==> src/rtl/cart_mw_pkg.sv <==
package cart_mw_pkg;

  typedef enum logic [1:0] {
    PH_IDLE  = 2'd0,
    PH_FULL  = 2'd1,
    PH_FRONT = 2'd2,
    PH_BACK  = 2'd3
  } cyc_ph_t;

endpackage

==> src/rtl/mw_phase_sync.sv <==
module mw_phase_sync #(
  parameter int STAGES = 2
) (
  input  logic clk,
  input  logic rst_n,
  input  logic phi2_async,
  output logic rise,
  output logic fall
);

  logic [STAGES-1:0] chain_q;
  logic              prev_q;

  generate
    genvar g;
    for (g = 0; g < STAGES; g++) begin : g_stage
      if (g == 0) begin : g_first
        always_ff @(posedge clk or negedge rst_n) begin
          if (!rst_n) chain_q[0] <= 1'b0;
          else        chain_q[0] <= phi2_async;
        end
      end else begin : g_rest
        always_ff @(posedge clk or negedge rst_n) begin
          if (!rst_n) chain_q[g] <= 1'b0;
          else        chain_q[g] <= chain_q[g-1];
        end
      end
    end
  endgenerate

  always_ff @(posedge clk or negedge rst_n) begin
    if (!rst_n) prev_q <= 1'b0;
    else        prev_q <= chain_q[STAGES-1];
  end

  assign rise = chain_q[STAGES-1] & ~prev_q;
  assign fall = ~chain_q[STAGES-1] & prev_q;

endmodule

==> src/rtl/mw_range_decode.sv <==
module mw_range_decode #(
  parameter int ADDR_W   = 13,
  parameter int WIN_SIZE = 128,
  localparam int OFF_W   = ADDR_W - 1
) (
  input  logic [ADDR_W-1:0] addr,
  input  logic              magic_en,
  input  logic              full_range,
  output logic              is_cart,
  output logic              wb_en,
  output logic [OFF_W-1:0]  offset
);

  logic in_win;

  always_comb begin
    is_cart = addr[ADDR_W-1];
    offset  = addr[OFF_W-1:0];
    in_win  = ({1'b0, offset} < (OFF_W+1)'(WIN_SIZE));
    wb_en   = is_cart & magic_en & (full_range | in_win);
  end

endmodule

==> src/rtl/mw_bus_keeper.sv <==
module mw_bus_keeper #(
  parameter int DATA_W = 8
) (
  input  logic              clk,
  input  logic              rst_n,
  input  logic              drv_ctl,
  input  logic [DATA_W-1:0] dout_ctl,
  input  logic              drv_cpu,
  input  logic [DATA_W-1:0] din_cpu,
  output logic [DATA_W-1:0] level
);

  logic [DATA_W-1:0] hold_q;
  logic              load_en;

  always_comb begin
    load_en = drv_ctl | drv_cpu;
    if (drv_ctl)      level = dout_ctl;
    else if (drv_cpu) level = din_cpu;
    else              level = hold_q;
  end

  always_ff @(posedge clk or negedge rst_n) begin
    if (!rst_n)       hold_q <= '0;
    else if (load_en) hold_q <= level;
  end

endmodule

==> src/rtl/cart_magic_write.sv <==
module cart_magic_write
  import cart_mw_pkg::*;
#(
  parameter int ADDR_W      = 13,
  parameter int DATA_W      = 8,
  parameter int WIN_SIZE    = 128,
  parameter int HALF_CLKS   = 8,
  parameter int WE_GAP      = 1,
  parameter int SYNC_STAGES = 2,
  localparam int OFF_W      = ADDR_W - 1,
  localparam int WE_END     = HALF_CLKS - 1,
  localparam int CNT_W      = $clog2(HALF_CLKS + 1)
) (
  input  logic              clk,
  input  logic              rst_n,
  input  logic              phi2,
  input  logic [ADDR_W-1:0] cpu_addr,
  input  logic              cpu_drv,
  input  logic [DATA_W-1:0] cpu_wdata,
  input  logic              magic_en,
  input  logic              full_range,
  output logic [DATA_W-1:0] port_dout,
  output logic              port_oe,
  output logic [DATA_W-1:0] bus_level,
  output logic [OFF_W-1:0]  sram_addr,
  input  logic [DATA_W-1:0] sram_rdata,
  output logic [DATA_W-1:0] sram_wdata,
  output logic              sram_ce_n,
  output logic              sram_oe_n,
  output logic              sram_we_n
);

  logic             rise_w, fall_w;
  logic             is_cart_w, wb_en_w;
  logic [OFF_W-1:0] off_w;
  cyc_ph_t          ph_q, ph_d;
  logic [OFF_W-1:0] addr_q, addr_d;
  logic [CNT_W-1:0] cnt_q, cnt_d;
  logic             in_front;
  logic             we_on;

  mw_phase_sync #(.STAGES(SYNC_STAGES)) u_sync (
    .clk(clk), .rst_n(rst_n), .phi2_async(phi2), .rise(rise_w), .fall(fall_w)
  );

  mw_range_decode #(.ADDR_W(ADDR_W), .WIN_SIZE(WIN_SIZE)) u_dec (
    .addr(cpu_addr), .magic_en(magic_en), .full_range(full_range),
    .is_cart(is_cart_w), .wb_en(wb_en_w), .offset(off_w)
  );

  // next-state
  always_comb begin
    ph_d   = ph_q;
    addr_d = addr_q;
    cnt_d  = cnt_q;
    if (fall_w) begin
      addr_d = off_w;
      cnt_d  = '0;
      if (!is_cart_w)   ph_d = PH_IDLE;
      else if (wb_en_w) ph_d = PH_FRONT;
      else              ph_d = PH_FULL;
    end else if (ph_q == PH_FRONT && rise_w) begin
      ph_d  = PH_BACK;
      cnt_d = '0;
    end else if (ph_q == PH_BACK && cnt_q != CNT_W'(HALF_CLKS)) begin
      cnt_d = cnt_q + 1'b1;
    end
  end

  // registers
  always_ff @(posedge clk or negedge rst_n) begin
    if (!rst_n) begin
      ph_q   <= PH_IDLE;
      addr_q <= '0;
      cnt_q  <= '0;
    end else begin
      ph_q   <= ph_d;
      addr_q <= addr_d;
      cnt_q  <= cnt_d;
    end
  end

  always_comb begin
    in_front  = (ph_q == PH_FRONT);
    port_oe   = (ph_q == PH_FULL) | in_front;
    port_dout = sram_rdata;
    we_on     = (ph_q == PH_BACK) && (cnt_q >= CNT_W'(WE_GAP)) &&
                (cnt_q < CNT_W'(WE_END));
    sram_ce_n = (ph_q == PH_IDLE);
    sram_oe_n = ~port_oe;
    sram_we_n = ~we_on;
    sram_addr = addr_q;
  end

  mw_bus_keeper #(.DATA_W(DATA_W)) u_keep (
    .clk(clk), .rst_n(rst_n), .drv_ctl(port_oe), .dout_ctl(port_dout),
    .drv_cpu(cpu_drv), .din_cpu(cpu_wdata), .level(bus_level)
  );

  assign sram_wdata = bus_level;

endmodule

==> config.mk <==
export PLATFORM = sky130hd
export DESIGN_NAME = cart_magic_write
export DESIGN_NICKNAME = d
export VERILOG_FILES = /design/src/rtl/cart_mw_pkg.sv /design/src/rtl/mw_phase_sync.sv /design/src/rtl/mw_range_decode.sv /design/src/rtl/mw_bus_keeper.sv /design/src/rtl/cart_magic_write.sv
export SDC_FILE = /design/constraint.sdc
export NUM_CORES = 1
export LEC_CHECK = 0
export ABC_AREA = 1
export BUFFER_PORTS_ARGS = -buffer_cell sky130_fd_sc_hd__clkbuf_2
export CORE_UTILIZATION = 35
export CTS_BUF_LIST = sky130_fd_sc_hd__clkbuf_4 sky130_fd_sc_hd__clkbuf_8
export DETAILED_ROUTE_END_ITERATION = 16
export PLACE_DENSITY_LB_ADDON = 0.15
export SKIP_CTS_REPAIR_TIMING = 1
export SYNTH_ARGS = -nofsm -noshare
export SYNTH_HDL_FRONTEND = slang
export SYNTH_SLANG_ARGS = --single-unit
==> constraint.sdc <==
create_clock -name clk -period 1.6 [get_ports clk]
set_clock_uncertainty 0.15 [all_clocks]
set_input_delay 0.08 -clock clk [delete_from_list [all_inputs] [get_ports clk]]
set_output_delay 0.08 -clock clk [all_outputs]
set_load 0.1 [all_outputs]
# After elaboration in Yosys (flattened, before gate mapping)
# Index checks and enable logic that the tools add are counted.
[classes] add_sub_neg=1 n_lt_le_gt_ge=3 n_eq_ne=4 mux=9 bitwise=11 n_reduce_logical=7
[op_table] cell="two-way mux 8 bit" n=2
[op_table] cell="< comparator 12 x 8 -> 1 bit, second input constant" n=1
[op_table] cell="two-way mux 4 bit" n=3
[op_table] cell="two-way mux 2 bit" n=4
[op_table] cell="adder 4 x 1 -> 4 bit, second input constant" n=1
[op_table] cell="AND 1 bit" n=4
[op_table] cell="equality test 2 bit, second input constant" n=2
[op_table] cell=">= comparator 4 x 1 -> 1 bit, second input constant" n=1
[op_table] cell="logical AND 1 bit" n=4
[op_table] cell="< comparator 4 x 3 -> 1 bit, second input constant" n=1
[op_table] cell="inequality test 4 bit, second input constant" n=1
[op_table] cell="NOT 1 bit" n=4
[op_table] cell="bitwise OR 1 bit" n=3
[op_table] cell="nonzero test 3 bit" n=1
[op_table] cell="equality test 2 x 1 -> 1 bit, second input constant" n=1
[op_table] cell="zero test 2 bit" n=1
[op_table] cell="nonzero test 2 bit" n=1
[word_totals] regBits=29 out_inout_bits=40 wordCells=42

# Longest topological paths before layout
[logic_depth] depth_word=6 mapped_depth=9 ltp_nobuf=7

# Cells and area by module
# Synthesis repeated with hierarchy kept, for this count alone.
[hier_totals] cells_unflattened=204 hier_area_um2=1690.4
[by_module_without_submodules] mod="cart_magic_write" instances=1 cells_each=125 area_each_um2=1033.5
[by_module_without_submodules] mod="mw_bus_keeper" instances=1 cells_each=52 area_each_um2=436.7
[by_module_without_submodules] mod="mw_range_decode" instances=1 cells_each=20 area_each_um2=130.1
[by_module_without_submodules] mod="mw_phase_sync" instances=1 cells_each=7 area_each_um2=90.1

# Worst setup path before layout
# Ideal clock, no wire load.
[synth_timing] path_kind="register -> output" start="register ph_q[1]" end="output sram_wdata[4]" t_arrival_ns=3.542 required_ns=1.370 setup_slack_ns=-2.172 path_stages_with_launch=10 path_buffers=2 cell_sequence="dfrtp_1 inv_1 ha_1 buf_6 inv_1 nand2_1 inv_1 nand2_1 nand3_1 buf_4"
[synth_between] elab_chain_cells=3 word_cells_on_any_way=4 classes_between="eq/ne: 2; mux: 1; bitwise: 1"
[synth_rtl] element="start: declaration" line_no="cart_magic_write.sv:36" text="cyc_ph_t ph_q, ph_d;"
[synth_rtl] element="start signal: assignment" line_no="cart_magic_write.sv:77" text="ph_q <= ph_d;"
[synth_rtl] element="equality test 2 x 1 -> 1 bit / equality test 2 bit (equally long branches)" line_no="cart_magic_write.sv:85, cart_magic_write.sv:84"
[synth_rtl] element="bitwise OR 1 bit (*)" line_no="cart_magic_write.sv:85" text="port_oe = (ph_q == PH_FULL) | in_front;"
[synth_rtl] element="net port_oe" line_no="cart_magic_write.sv:23" text="output logic port_oe,"
[synth_rtl] element="two-way mux 8 bit (*)" line_no="mw_bus_keeper.sv:18" text="if (drv_ctl) level = dout_ctl;"
[synth_rtl] element="end: declaration" line_no="cart_magic_write.sv:27" text="output logic [DATA_W-1:0] sram_wdata,"
# The timed path passes the listed nets; every way through them passes the cells marked *.

# Worst setup path after layout
[layout_timing] start="register ph_q[0]" end="output bus_level[1]"
[layout_between] elab_chain_cells=3 word_cells_on_any_way=4 classes_between="eq/ne: 2; mux: 1; bitwise: 1"
[layout_rtl] element="equality test 2 x 1 -> 1 bit / equality test 2 bit (equally long branches)" line_no="cart_magic_write.sv:85, cart_magic_write.sv:84"
[layout_rtl] element="bitwise OR 1 bit (*)" line_no="cart_magic_write.sv:85"
[layout_rtl] element="two-way mux 8 bit (*)" line_no="mw_bus_keeper.sv:18"
[layout_rtl] element="end: declaration" line_no="cart_magic_write.sv:24" text="output logic [DATA_W-1:0] bus_level,"
# Mark *: on every way between the ends. The rest lies on a longest branch, timed or not.

==> summary.txt <==
Yosys
  – Flops & latches, synth: 29
  – Synth cell types: 16
  – Mean area per synthesized cell: 8.153 sq um
  – Post-synthesis cell area: 1484 sq um
  – Register area share after synthesis: 48.90%
  – Syn Nets: 223
  – Synth warn: 0
  – Synthesized instance count: 182

Power
  – Sw power: 0.002636 W
  – Sequential share of power: 19.3%
  – Internal power: 0.002341 W
  – Net Sw Frac: 52.96%
  – Worst vdd ir: 0.8900 mV
  – Pwr Density: 1798 nW/um^2
  – Clock power frac: 12.3%
  – Combinational share of power: 68.4%
  – Design Power: 0.004977 W
  – Pleak: 1.464 nW

STA
  – Max Fclk: 0.5318 GHz
  – Tmin final: 1880 ps
  – Final slew viol count: 0
  – Worst slew pin tran: 549.2 ps
  – Hold Slack: -32.84 ps
  – Max_slew headroom: 63.54%
  – Fin Setup TNS: -4182 ps
  – Unrepaired setup endpoints after global routing: true
  – Setup slack after layout: -280.2 ps
  – Final hold violations: 4
  – Period utilisation layout: 117.5%
  – Setup violators final: 17

Clock tree
  – Cts bufs inserted: 5
  – Worst-Skew Late Latency: 280 ps
  – Root buf cell: clkbuf_8
  – CTS clk-pin slew, worst paths: 60 ps
  – CTS H-tree lvls: 2
  – CTS tree: built
  – Clock sink total: 29
  – Max clock buf depth: 2

Cells and area
  – Area Overhead vs Synth: 86.51%
  – Fin area: 2768 sq um
  – Fill cells: 318
  – Layout cell share with drive strength beyond 1: 47.37%
  – Antenna diodes: 0
  – Final core occ: 68.70%
  – Final #Nets: 326

Place
  – Dpl cell area: 2300 sq um
  – Post-DP HPWL: 2700 um
  – Port Buf Inserts: 74
  – Final GP Congestion: 0.7443

Worst setup path
  – Worst R2R Setup Slack: 120 ps
  – Startpoint Class: flip-flop
  – Reg-to-reg startpoint: ph_q[0]$_DFFE_PN0P_
  – Critical path required time: 1370 ps
  – Worst r2r dst: cnt_q[1]$_DFFE_PN0P_
  – CP Class: reg -> out
  – Critical path endpoint category: primary output
  – Crit-path cells: inv_2 -> ha_4 -> or2_4 -> clkinv_8 -> nand2_2 -> nand3_4 -> buf_12
  – Crit path DAT: 1650 ps
  – Slowest-stage cell, CP: dfrtp_1
  – Worst setup path startpoint: ph_q[0]$_DFFE_PN0P_
  – CP peak stage delay: 380 ps
  – Worst setup endpoint: bus_level[1]
  – Worst Reg-to-Reg Cells: 6
  – Crit Path Max Fanout: 8

Flow run
  – Max-cap violations: 0

GRT
  – Overflow after GRT: 0
  – GRT busiest layer: met2
  – Vias in the first global route: 1345
  – First-pass GRT wire length: 5733 um
  – Met1 Usage GRT: 21.17%
  – GRT met3 Usage: 4.795%
  – Met2 usage: 28.75%
  – Initial antenna violation count: 0
  – Largest net degree at the start of global routing: 30
  – Tot GR Track Use: 17.41%

Min path
  – HP Class: in -> reg
  – Worst hold start: sram_rdata[0]

Run status
  – Failing checks: hold timing, setup timing
  – Status: finished with violations

Floorplan
  – Die area: 4504 sq um
  – I/O pins: 75
  – Rows: 23
  – Core Box Area: 4029 sq um
  – Initial Util: 36.83%
  – Die Y: 67.12 um
  – Die width: 67.12 um

Routing
  – Vias per cell: 4.478
  – DR iter-0 viols: 15
  – Wire per inst: 11.62 um
  – DR DRC count: 0
  – Total vias in the final route: 1500
  – Drt pass-1 iters: 6
  – Post-route ant nets: 0
  – WL final: 3892 um
-- per-stage QoR --
| stage | setup slack [ps] | cells |
|---|---|---|
| 6_report | -280.2 | 335 |
| 5_1_grt | -357.5 | 335 |
| 4_1_cts | -372.0 | 303 |
| 3_5_place_dp | -64.46 | 296 |
| 3_3_place_gp | -44.18 | 296 |
| 2_1_floorplan | -1099 | 182 |
-- routing by layer --
metal | part of all wire, % | routed length [um] | up-vias
li1 | - | - | 758
met5 | 0 | 0 | -
met3 | 5.6 | 219 | 6
met1 | 40 | 1569 | 677
met2 | 53 | 2047 | 59
met4 | 1.4 | 55 | 0
-- worst min-delay path by stage --
stage / cells after the start / endpoint / slack [ps]
final: 3 / u_keep.hold_q[0]$_DFFE_PN0P_ / -30
after detailed placement: 2 / u_sync.chain_q[0]$_DFF_PN0_ / -40
after global placement: 2 / u_sync.chain_q[0]$_DFF_PN0_ / -40
after floorplan: 0 / cnt_q[0]$_DFFE_PN0P_ / -370
after global routing: 3 / u_keep.hold_q[2]$_DFFE_PN0P_ / 2
after CTS: 2 / u_sync.chain_q[0]$_DFF_PN0_ / -340
-- critical path: cells and delay by family (launching register included) --
family	cells	cell delay, ps
buffers and inverters	3	340
AND/OR/NAND/NOR	3	440
adder cells (fa/ha/maj)	1	210
flip-flops	1	380
-- area by class of cell --
class | count | area [sq um] | share of cell area (%)
timing repair buffer | 115 | 1049 | 37.88
sequential | 29 | 725.7 | 26.22
tap | 50 | 62.56 | 2.260
inverter | 18 | 88.84 | 3.210
clock buffer | 7 | 90.09 | 3.255
multi-input combinational | 116 | 752.0 | 27.17
-- registers in the layout, summed over array words and instances, names as in the netlist --
name and count:
sram_addr 12, u_keep.hold_q 8, cnt_q 4, ph_q 2, u_sync.chain_q 2, u_sync.prev_q 1
-- layout by cell type (no fill, tap or decap), drive strengths merged --
| master | count |
|---|---|
| dfrtp | 29 |
| clkbuf | 61 |
| inv | 16 |
| a21oi | 4 |
| clkinv | 1 |
| or2 | 1 |
| o21ai | 5 |
| buf | 33 |
| nor2 | 6 |
| o2111ai | 1 |
| ha | 6 |
| dlygate4sd3 | 28 |
| clkinvlp | 1 |
| nand2 | 71 |
| nand3 | 22 |
-- power groups by stage --
stage | combinational, W | sequential [W] | clock (W)
CTS | 0.00326 | 0.000940 | 0.000632
floorplan | 0.00226 | 0.00123 | 0
global route | 0.00355 | 0.000979 | 0.000669
detailed placement | 0.00326 | 0.000949 | 0
global placement | 0.00323 | 0.000950 | 0
finish | 0.00340 | 0.000963 | 0.000612
-- synth_stat cells --
cell type	n	share of area [%]
clkinv_4	1	0.59
nand2_2	2	0.84
buf_6	1	0.76
o2111ai_1	1	0.59
inv_2	1	0.25
buf_2	1	0.34
inv_1	16	4.0
nand2_1	69	17
a21oi_1	4	1.3
or2_4	1	0.59
nand3_1	22	7.4
buf_4	17	8.6
ha_1	6	5.1
nor2_1	6	1.5
dfrtp_1	29	49
o21ai_0	5	1.7
-- cell families (layout without fill, tap and decap cells) --
family          count (synthesis)  count (layout)  synth area share [%]
compound gates                 10              10                 3.626
simple gates                  100             100                 27.82
buf+inv                        37             140                 14.59
fa+ha+maj                       6               6                 5.059
flops                          29              29                 48.90
Note: power is estimated with default switching activity, not from simulation.
